==> config.mk <==
export PLATFORM = sky130hd
export DESIGN_NAME = dma_trig_ctrl
export DESIGN_NICKNAME = d
export VERILOG_FILES = /design/src/rtl/dma_trig_pkg.sv /design/src/rtl/dma_trig_qual.sv /design/src/rtl/dma_burst_seq.sv /design/src/rtl/dma_trig_ctrl.sv
export SDC_FILE = /design/constraint.sdc
export NUM_CORES = 1
export LEC_CHECK = 0
export BUFFER_PORTS_ARGS = -buffer_cell sky130_fd_sc_hd__buf_4
export CORE_UTILIZATION = 45
export CTS_CLUSTER_SIZE = 28
export DETAILED_ROUTE_END_ITERATION = 10
export GPL_TIMING_DRIVEN = 0
export PLACE_DENSITY = 0.72
export SLEW_MARGIN = 20
export SYNTH_ARGS = -nofsm -noshare
export SYNTH_HDL_FRONTEND = slang
export SYNTH_SLANG_ARGS = --single-unit
==> constraint.sdc <==
create_clock -name clk -period 2.31 [get_ports clk]
set_clock_uncertainty 0.05 [all_clocks]
set_input_delay 0.693 -clock clk [delete_from_list [all_inputs] [get_ports clk]]
set_output_delay 0.693 -clock clk [all_outputs]
set_load 0.005 [all_outputs]
==> src/rtl/dma_trig_pkg.sv <==
package dma_trig_pkg;
    localparam int POW_W   = 3;
    localparam int MAX_POW = (1 << POW_W) - 1;
    localparam int CNT_W   = MAX_POW + 1;

    typedef struct packed {
        logic [POW_W-1:0] pow;
        logic             burst;
        logic             level;
        logic             pol_hi;
        logic             hw_en;
        logic             pace;
    } chan_cfg_t;

    typedef enum logic [1:0] {
        SQ_IDLE  = 2'd0,
        SQ_ISSUE = 2'd1,
        SQ_WAIT  = 2'd2
    } seq_st_e;
endpackage

==> src/rtl/dma_trig_qual.sv <==
module dma_trig_qual
    import dma_trig_pkg::*;
(
    input  logic      clk,
    input  logic      rst_n,
    input  logic      dis_i,
    input  chan_cfg_t cfg_i,
    input  logic      trig_i,
    input  logic      accept_i,
    output logic      fire_o
);
    typedef struct packed {
        logic trig;
        logic pending;
    } qual_t;

    qual_t q, d;
    logic  act_now;
    logic  act_prev;
    logic  edge_hit;

    always_comb begin
        act_now  = cfg_i.pol_hi ? trig_i : ~trig_i;
        act_prev = cfg_i.pol_hi ? q.trig : ~q.trig;
        edge_hit = cfg_i.hw_en & ~cfg_i.level & act_now & ~act_prev;

        d.trig    = trig_i;
        d.pending = (q.pending & ~accept_i) | edge_hit;
        if (dis_i || !cfg_i.hw_en || cfg_i.level) begin
            d.pending = 1'b0;
        end

        fire_o = cfg_i.hw_en & (cfg_i.level ? act_now : q.pending);
    end

    always_ff @(posedge clk or negedge rst_n) begin
        if (!rst_n) begin
            q <= '0;
        end else begin
            q <= d;
        end
    end
endmodule

==> src/rtl/dma_burst_seq.sv <==
module dma_burst_seq
    import dma_trig_pkg::*;
(
    input  logic      clk,
    input  logic      rst_n,
    input  logic      dis_i,
    input  chan_cfg_t cfg_i,
    input  logic      fire_i,
    input  logic      preq_i,
    input  logic      done_i,
    output logic      accept_o,
    output logic      req_o,
    output logic      busy_o
);
    typedef struct packed {
        seq_st_e          st;
        logic [CNT_W-1:0] cnt;
    } seq_t;

    seq_t             q, d;
    logic [CNT_W-1:0] burst_len;
    logic             may_issue;

    always_comb begin
        burst_len = cfg_i.burst ? (CNT_W'(1) << cfg_i.pow) : CNT_W'(1);
        may_issue = preq_i | ~cfg_i.pace;

        d        = q;
        accept_o = 1'b0;
        req_o    = 1'b0;

        unique case (q.st)
            SQ_IDLE: begin
                if (fire_i) begin
                    accept_o = 1'b1;
                    d.cnt    = burst_len;
                    d.st     = SQ_ISSUE;
                end
            end
            SQ_ISSUE: begin
                if (may_issue) begin
                    req_o = 1'b1;
                    d.st  = SQ_WAIT;
                end
            end
            SQ_WAIT: begin
                if (done_i) begin
                    d.cnt = q.cnt - CNT_W'(1);
                    d.st  = (q.cnt == CNT_W'(1)) ? SQ_IDLE : SQ_ISSUE;
                end
            end
            default: d.st = SQ_IDLE;
        endcase

        if (dis_i) begin
            accept_o = 1'b0;
            req_o    = 1'b0;
            d.st     = SQ_IDLE;
            d.cnt    = '0;
        end

        busy_o = (q.st != SQ_IDLE);
    end

    always_ff @(posedge clk or negedge rst_n) begin
        if (!rst_n) begin
            q.st  <= SQ_IDLE;
            q.cnt <= '0;
        end else begin
            q <= d;
        end
    end
endmodule

==> src/rtl/dma_trig_ctrl.sv <==
module dma_trig_ctrl
    import dma_trig_pkg::*;
(
    input  logic       clk,
    input  logic       rst_n,
    input  logic       chan_dis_i,
    input  logic [7:0] cfg_i,
    input  logic       trig_i,
    input  logic       preq_i,
    input  logic       xfer_done_i,
    output logic       xfer_req_o,
    output logic       busy_o
);
    chan_cfg_t cfg;
    logic      fire;
    logic      accept;

    assign cfg = chan_cfg_t'(cfg_i);

    dma_trig_qual u_qual (
        .clk      (clk),
        .rst_n    (rst_n),
        .dis_i    (chan_dis_i),
        .cfg_i    (cfg),
        .trig_i   (trig_i),
        .accept_i (accept),
        .fire_o   (fire)
    );

    dma_burst_seq u_seq (
        .clk      (clk),
        .rst_n    (rst_n),
        .dis_i    (chan_dis_i),
        .cfg_i    (cfg),
        .fire_i   (fire),
        .preq_i   (preq_i),
        .done_i   (xfer_done_i),
        .accept_o (accept),
        .req_o    (xfer_req_o),
        .busy_o   (busy_o)
    );
endmodule

# Word level (Yosys, flattened, before mapping)
# Index checks and enable logic that the tools add are counted.
# Widths: inputs -> output; s select.
# word_totals
elab_cells,51
inputBits,14
output_inout_bits,2
ff_bits,12
# classes
eq_ne,6
mux,18
shifts,1
bitwise,13
n_reduce_logical,8
add_sub_neg,1
# ops
cell,count
$mux 10,3
$pmux 8 s2,1
$mux 1,11
$eq 8x1->1 const B,1
$mux 8,1
$shl 1x3->8 const A,1
$sub 8x1->8 const B,1
$ne 3x3->1 const B,2
$not 1->1,6
$pmux 2 s3,1
$reduce_and 3->1,2
$and 1x1->1,5
$ne 3x2->1 const B,1
$reduce_bool 3->1,1
$eq 2x1->1 const B,1
$eq 2x2->1 const B,1
$logic_not 2->1,1
$logic_or 1x1->1,2
$mux 2,1
$or 1x1->1,2
$reduce_bool 2->1,1
$logic_not 1->1,1

# Depth between registers and ports, before layout
# Gate-level depths: netlist (run 1).
# logic_depth
word_depth,11
depth_mapped,6
mapped_depth_nobuf,6

# By module
# Synthesis (run 1) repeated with hierarchy kept, for this count alone.
# unflattened
cells_unflattened,100
hier_area_um2,885.8
# modules_own_cells
module,n_inst,area_per_inst_um2,cells_per_inst,seq_area_each_um2
dma_burst_seq,1,775.7,88,250.2
dma_trig_qual,1,110.1,12,50.0

# Worst setup path before layout (run 1)
# OpenSTA, ideal clock, no wires.
# synth_path
path_type,input to output
startpoint,input chan_dis_i
endpoint,output xfer_req_o
setup_slack_ns,0.472
arrival_time_ns,1.095
n_path_buf,1
required_time_ns,1.567
path_stages,2
cell_sequence,clkbuf_1 > nor3_1
# synth_via
elab_chain_len,1
# synth_rtl
element,line_no,rtl
"start, declared",dma_trig_ctrl.sv:6,"input logic chan_dis_i,"
$mux 1,dma_burst_seq.sv:55,if (dis_i) begin
"end, declared",dma_trig_ctrl.sv:11,"output logic xfer_req_o,"
# Every way passes these cells.

# Worst setup path in the final report (run 1)
# layout_path
startpoint,register u_seq.q[9] (netlist name)
endpoint,output busy_o
# layout_via
elab_chain_len,1
# layout_rtl
element,line_no,rtl
"start, declared",dma_burst_seq.sv:20,"seq_t q, d;"
$reduce_bool 2->1,dma_burst_seq.sv:62,busy_o = (q.st != SQ_IDLE);
"end, declared",dma_trig_ctrl.sv:12,output logic busy_o
# Every way passes these cells.

==> results of run 1 <==
## per-layer routing
layer | vias up | part of all wire [%] | global-route usage, %
met5 | - | 0 | 0
met3 | 4 | 4.1 | 3.40
li1 | 450 | - | -
met2 | 30 | 49 | 40.0
met1 | 459 | 46 | 31.3
met4 | 0 | 0.75 | 6.67
## state kept, by name, indices dropped and copies added (netlist names)
signal and count:
u_qual.q 2, u_seq.q 10
## worst reg2reg max path, cell delays in order, from the launching register on
cell and delay [ns]:
dfrtp_1 0.47, nand3b_1 0.26, o211a_4 0.30, a2111oi_0 0.44, a211oi_1 0.10
## where the power goes
part	switching, mW	total, mW	internal, mW
Clock	0.0785	0.174	0.0958
Sequential	0.0136	0.233	0.220
Combinational	0.0861	0.156	0.0696
Total	0.178	0.563	0.385
## Yosys cell counts (all sizes together) (2+ instances only)
master,count
a21oi,7
a31oi,2
o211ai,2
nor4,3
inv,7
dfrtp,12
nand2,12
clkbuf,3
xor2,2
o32ai,2
nand2b,2
nor2,6
nor2b,2
o41ai,2
o31ai,4
nor3b,2
o21ai,4
a211oi,3
ha,2
buf,2
nor3,5
## kinds of logic after synthesis
group | count (synthesis)
xor gates and xnor gates | 2
buffers and inverters | 12
DFF | 12
and+or+nand+nor | 43
AOI/OAI and AO/OA | 35
muxes | 2
adders and majority gates | 2
## metrics by stage
| step | hold WS (ns) | cells | area, sq um |
|---|---|---|---|
| global placement | 0.476 | 149 | 1080 |
| finish | 0.180 | 153 | 1120 |
| detailed placement | 0.473 | 149 | 1080 |
| floorplan | 0.347 | 108 | 941 |
| CTS | 0.186 | 153 | 1120 |
| global route | 0.180 | 153 | 1120 |
## layout make-up
class | count | area [sq um] | area share, %
Timing Repair Buffer | 14 | 105 | 9.42
Clock buffer | 4 | 36.3 | 3.25
Multi-Input combinational cell | 84 | 591 | 52.9
Tap cell | 27 | 33.8 | 3.03
Buffer | 5 | 23.8 | 2.13
Sequential cell | 12 | 300 | 26.9
Inverter | 7 | 26.3 | 2.35
## path summary, 6_finish.rpt
kind | to | slack, ns
max in group asynchronous | u_seq.q[1]$_DFFE_PN0P_ | 1.86
worst max-delay path | busy_o | 0.09
min in group clk | u_seq.q[7]$_DFFE_PN0P_ | 0.49
worst min register to register | u_seq.q[7]$_DFFE_PN0P_ | 0.49
worst max register to register | u_seq.q[1]$_DFFE_PN0P_ | 0.55
worst min-delay path | u_seq.q[9]$_DFFE_PN0P_ | 0.18
==> impl_results.md, run 1 <==
- Status: finished clean
- Avg Cell Area, Syn: 8.71 sq um
- Tot Pwr: 0.563 mW
- Post-Synth Simple-Gate Area: 27.0%
- CTS tree: built
- Mapped Nets: 124
- Worst slack at placement: 0.135 ns
- CTS resizes: 0
- Leakage: 0.476 nW
- Adder-cell share of the synthesized area: 2.66%
- CTS clk-pin slew, worst paths: 0.09 ns
- Antenna Cells: 0
- H-Tree Depth: 1
- Sequential cell area fraction in the yosys report: 31.9%
- First-pass GRT wire length: 3710 um
- Vias in the first global route: 805
- Relative max-transition margin: 64.9%
- Fin crit share: 96.0%
- Reg2Reg Depth: 4
- Pins Over Slew Limit: 0
- Async SR Flop Fraction: 100%
- # fillers: 201
- Placer Congestion: 0.954
- Total clock buffers created by CTS: 3
- Nets: 143
- CTS Hold Bufs: 0
- Post-synthesis xor/xnor area fraction: 1.86%
- Die Ht: 47.7 um
- Top_reg_cell synth: dfrtp_1
- RSZ-0062 raised after global routing: false
- Initial DRC Count: 23
- Via Count: 943
- Commonest non-fill, non-tap cell in the layout: buf_4
- Synth Area in Compound Gates: 28.6%
- Die Wd: 47.7 um
- Number of flops mapped to enable cells by yosys: 0
- Setup violators final: 0
- Total gr overflow: 0
- Port bufs: 14
- Flops & latches, synth: 12
- Main combinational cell family by area after synthesis: compound AO/OA/AOI/OAI gates
- Worst path max stage delay: 0.47 ns
- Crit path DAT: 1.48 ns
- Multiplexer area fraction after synthesis: 2.66%
- WP depth: 3
- Synth area leader: dfrtp_1
- Post-synthesis cell area: 941 sq um
- Clock Tree Root: clkbuf_4
- Worst r2r src: u_seq.q[9]$_DFFE_PN0P_
- Mapped Cells: 108
- Layout cells sized above 1: 23.0%
- CTS sink cnt: 12
- Synth-to-Final Area Change: 18.6%
- Top cell type's share of synthesized area: 31.9%
- Setup crit start: u_seq.q[9]$_DFFE_PN0P_
- Main area contributors after synthesis: dfrtp_1 32%, nand2_1 4.8%, a21oi_1 3.7%, o31ai_1 3.2%, inv_1 2.8%
- Clock buffer depth: 2
- DR WL/cell: 15.7 um
- Drt via density: 6.16
- Core area: 0.00196 sq mm
- CP cell instances: clkbuf_1 > or2_2 > buf_4
- Setup TNS: 0 ns
- Commonest cells after routing, fill and taps aside: 15 x buf_4, 12 x nand2_1, 12 x dfrtp_1
- Power per cell area: 505 mW/mm^2
- Initial Util: 48.0%
- Final min period: 2.22 ns
- Fmax: 0.451 GHz
- Yosys warns: 0
- Critical-path maximum fanout: 10
- Post-Route WL: 2410 um
- Die area: 0.00228 sq mm
- Max rail drop VDD: 0.294 mV
- DP Wirelength: 1790 um
- # Post-CTS Setup Buffers: 0
- Number of max-cap violations: 0
- CP required: 1.57 ns
- CP max-delay cell: dfrtp_1
- Largest net degree at the start of global routing: 13
- HP Class: primary input to async pin
- Latest clock arrival within the worst-skew pair: 0.28 ns
- Utilization after layout: 56.9%
- Slew @ Worst Pin: 0.527 ns
- DRC viols: 0
- CP top delay family: flip-flops
- Detail Route Antenna Nets: 0
- WS Path Type: register to primary output
- GRT Overall Usage: 23.7%
- Yosys cell types: 47
- Crit. End Element: primary output
- First-pass iteration count of the detailed router: 4
- Io pins: 16
- Final worst slack: 0.0916 ns
- Crit start category: register
- Initial antenna violation count: 0
- CP bufs+invs: 2
- Hold Fails Final Rpt: 0
- Row count: 16
(Power assumes the default switching activity.)
==> run 2, diff against run 1 <==
- CORE_MARGIN: unset -> 2
- PLACE_DENSITY: 0.72 -> 0.69
- SETUP_SLACK_MARGIN: unset -> 0.15
==> run 2 against run 1 <==
Effect of this change:
- register-to-register slack got worse by 0.05 ns
- power increased by 0.55%
- die area increased by 8.6%
- fmax increased by 5.4%
- combinational power about the same
- critical path type unchanged
- critical endpoint unchanged
==> impl_results.md, run 2 (synthesized netlist as in run 1, its figures left out) <==
- CTS clk-pin slew, worst paths: 0.08 ns (was 0.09 ns)
- Latest clock arrival within the worst-skew pair: 0.29 ns (was 0.28 ns)
- Critical-path maximum fanout: 10 (unchanged)
- Seq pwr share: 41.1% (was 41.4%)
- Reg with most FFs: u_seq.q (unchanged)
- Initial DRC Count: 25 (was 23)
- Biggest regs: u_seq.q: 10 flops, u_qual.q: 2 flops (unchanged)
- Layout cells sized above 1: 25.4% (was 23.0%)
- Synth-to-Final Area Change: 19.3% (was 18.6%)
- Total clock buffers created by CTS: 3 (unchanged)
- Clock Tree Root: clkbuf_4 (unchanged)
- Power per cell area: 505 mW/mm^2 (about the same)
- Crit start category: register (unchanged)
- DR WL met3: 149 um (was 98 um)
- Setup violators final: 0 (unchanged)
- Worst r2r src: u_seq.q[9]$_DFFE_PN0P_ (unchanged)
- DR WL/cell: 15.6 um (was 15.7 um)
- Initial antenna violation count: 0 (unchanged)
- Die Wd: 49.7 um (was 47.7 um)
- Die Ht: 49.7 um (was 47.7 um)
- Commonest cells after routing, fill and taps aside: 16 x buf_4, 12 x nand2_1, 11 x dfrtp_1 (was 15 x buf_4, 12 x nand2_1, 12 x dfrtp_1)
- CTS sink cnt: 12 (unchanged)
- Relative max-transition margin: 71.6% (was 64.9%)
- Antenna Cells: 0 (unchanged)
- Leakage: 0.483 nW (was 0.476 nW)
- Combinational share of power: 27.8% (was 27.7%)
- Final min period: 2.10 ns (was 2.22 ns)
- Setup crit start: u_seq.q[8]$_DFFE_PN0P_ (was u_seq.q[9]$_DFFE_PN0P_)
- Worst slack at placement: 0.113 ns (was 0.135 ns)
- Fmax: 0.475 GHz (was 0.451 GHz)
- WS Path Type: register to primary output (unchanged)
- Placer Congestion: 0.957 (was 0.954)
- Highest Signal Layer: met4 (unchanged)
- Io pins: 16 (unchanged)
- HP Class: primary input to async pin (unchanged)
- Post-Route WL: 2390 um (was 2410 um)
- CP required: 1.57 ns (about the same)
- Max reg flops: 10 (unchanged)
- First-pass iteration count of the detailed router: 4 (unchanged)
- Row count: 16 (unchanged)
- First-pass GRT wire length: 4030 um (was 3710 um)
- Switching pwr: 0.180 mW (was 0.178 mW)
- H-Tree Depth: 1 (unchanged)
- Port bufs: 14 (unchanged)
- Vias in the first global route: 873 (was 805)
- Post-route cell area: 0.00112 sq mm (about the same)
- DP Wirelength: 1750 um (was 1790 um)
- Number of max-cap violations: 0 (unchanged)
- Pins Over Slew Limit: 0 (unchanged)
- Cell Area, Placed: 0.00108 sq mm (unchanged)
- CTS tree: built (unchanged)
- Setup TNS: 0 ns (unchanged)
- Nets: 143 (unchanged)
- Hold Fails Final Rpt: 0 (unchanged)
- Final worst slack: 0.206 ns (was 0.0916 ns)
- Clock Power Share: 31.1% (was 31.0%)
- Largest net degree at the start of global routing: 13 (unchanged)
- Fin crit share: 91.1% (was 96.0%)
- Die area: 0.00247 sq mm (was 0.00228 sq mm)
- Clock buffer depth: 2 (unchanged)
- Initial Util: 48.0% (unchanged)
- Crit path DAT: 1.36 ns (was 1.48 ns)
- RSZ-0062 raised after global routing: false (unchanged)
- Slew @ Worst Pin: 0.420 ns (was 0.527 ns)
- Status: finished clean (unchanged)
- Internal: 0.387 mW (was 0.385 mW)
- Core area: 0.00196 sq mm (unchanged)
- # fillers: 200 (was 201)
- Drt via density: 6.18 (was 6.16)
- Total gr overflow: 0 (unchanged)
- DRC viols: 0 (unchanged)
- Commonest non-fill, non-tap cell in the layout: buf_4 (unchanged)
- Crit. End Element: primary output (unchanged)
- Met2 WL: 1100 um (was 1180 um)
- Detail Route Antenna Nets: 0 (unchanged)
- M1 WL: 1100 um (was 1110 um)
- Max rail drop VDD: 0.328 mV (was 0.294 mV)
- GRT Overall Usage: 21.7% (was 23.7%)
- Via Count: 946 (was 943)
- Net Sw Frac: 31.7% (was 31.6%)
run 2: changes by cell type in the layout (fill, tap and decap cells not counted):
cell and change:
buf_4 +1, clkbuf_1 -2, buf_2 +1, dfrtp_1 -1, dfrtp_2 +1
run 2: power groups by stage:
stage	Combinational (mW)	Sequential (mW)	Clock [mW]
floorplan	0.101	0.233	0
global placement	0.152	0.237	0
detailed placement	0.154	0.237	0
CTS	0.155	0.233	0.181
global route	0.175	0.235	0.185
finish	0.157	0.233	0.176
run 2: final cells by class:
type | count | area, sq um | share of cell area [%]
Inverter | 7 | 26.3 | 2.34
Tap cell | 27 | 33.8 | 3.01
Multi-Input combinational cell | 84 | 591 | 52.6
Timing Repair Buffer | 15 | 113 | 10.0
Clock buffer | 4 | 36.3 | 3.23
Buffer | 4 | 21.3 | 1.90
Sequential cell | 12 | 302 | 26.9
run 2: final timing paths:
check | slack [ns] | to | cells after the start
max in group asynchronous | 1.87 | u_seq.q[9]$_DFFE_PN0P_ | 1
min in group clk | 0.49 | u_seq.q[7]$_DFFE_PN0P_ | 2
worst min-delay path | 0.18 | u_seq.q[2]$_DFFE_PN0P_ | 1
worst max-delay path | 0.21 | busy_o | 3
worst max register to register | 0.50 | u_seq.q[5]$_DFFE_PN0P_ | 5
worst min register to register | 0.49 | u_seq.q[7]$_DFFE_PN0P_ | 2
run 2: worst max-delay path, cell delays in order, from the launching register on:
cell and delay (ns):
dfrtp_1 0.46, buf_4 0.21, or2_2 0.27, buf_4 0.13
run 2: per-layer routing:
| metal | track usage [%] | up-vias |
|---|---|---|
| met4 | 9.26 | 0 |
| met3 | 3.03 | 4 |
| li1 | - | 450 |
| met5 | 0 | - |
| met2 | 34.7 | 33 |
| met1 | 29.1 | 459 |
run 2: repair_timing:
action                                  in CTS  in global routing
hold buffers                                 0                  0
gates resized for setup                      1                  2
endpoints found under the setup margin       2                  1
hold endpoints to repair                     0                  0
buffers inserted                             0                  1
run 2: through the flow:
step / cells / util [%] / hold slack, ns / power (mW)
finish: 153 / 57.2 / 0.177 / 0.566
global route: 153 / 57.2 / 0.190 / 0.595
CTS: 152 / 56.8 / 0.182 / 0.568
detailed placement: 149 / 55.0 / 0.481 / 0.391
global placement: 149 / 55.0 / 0.478 / 0.388
floorplan: 108 / - / 0.347 / 0.334
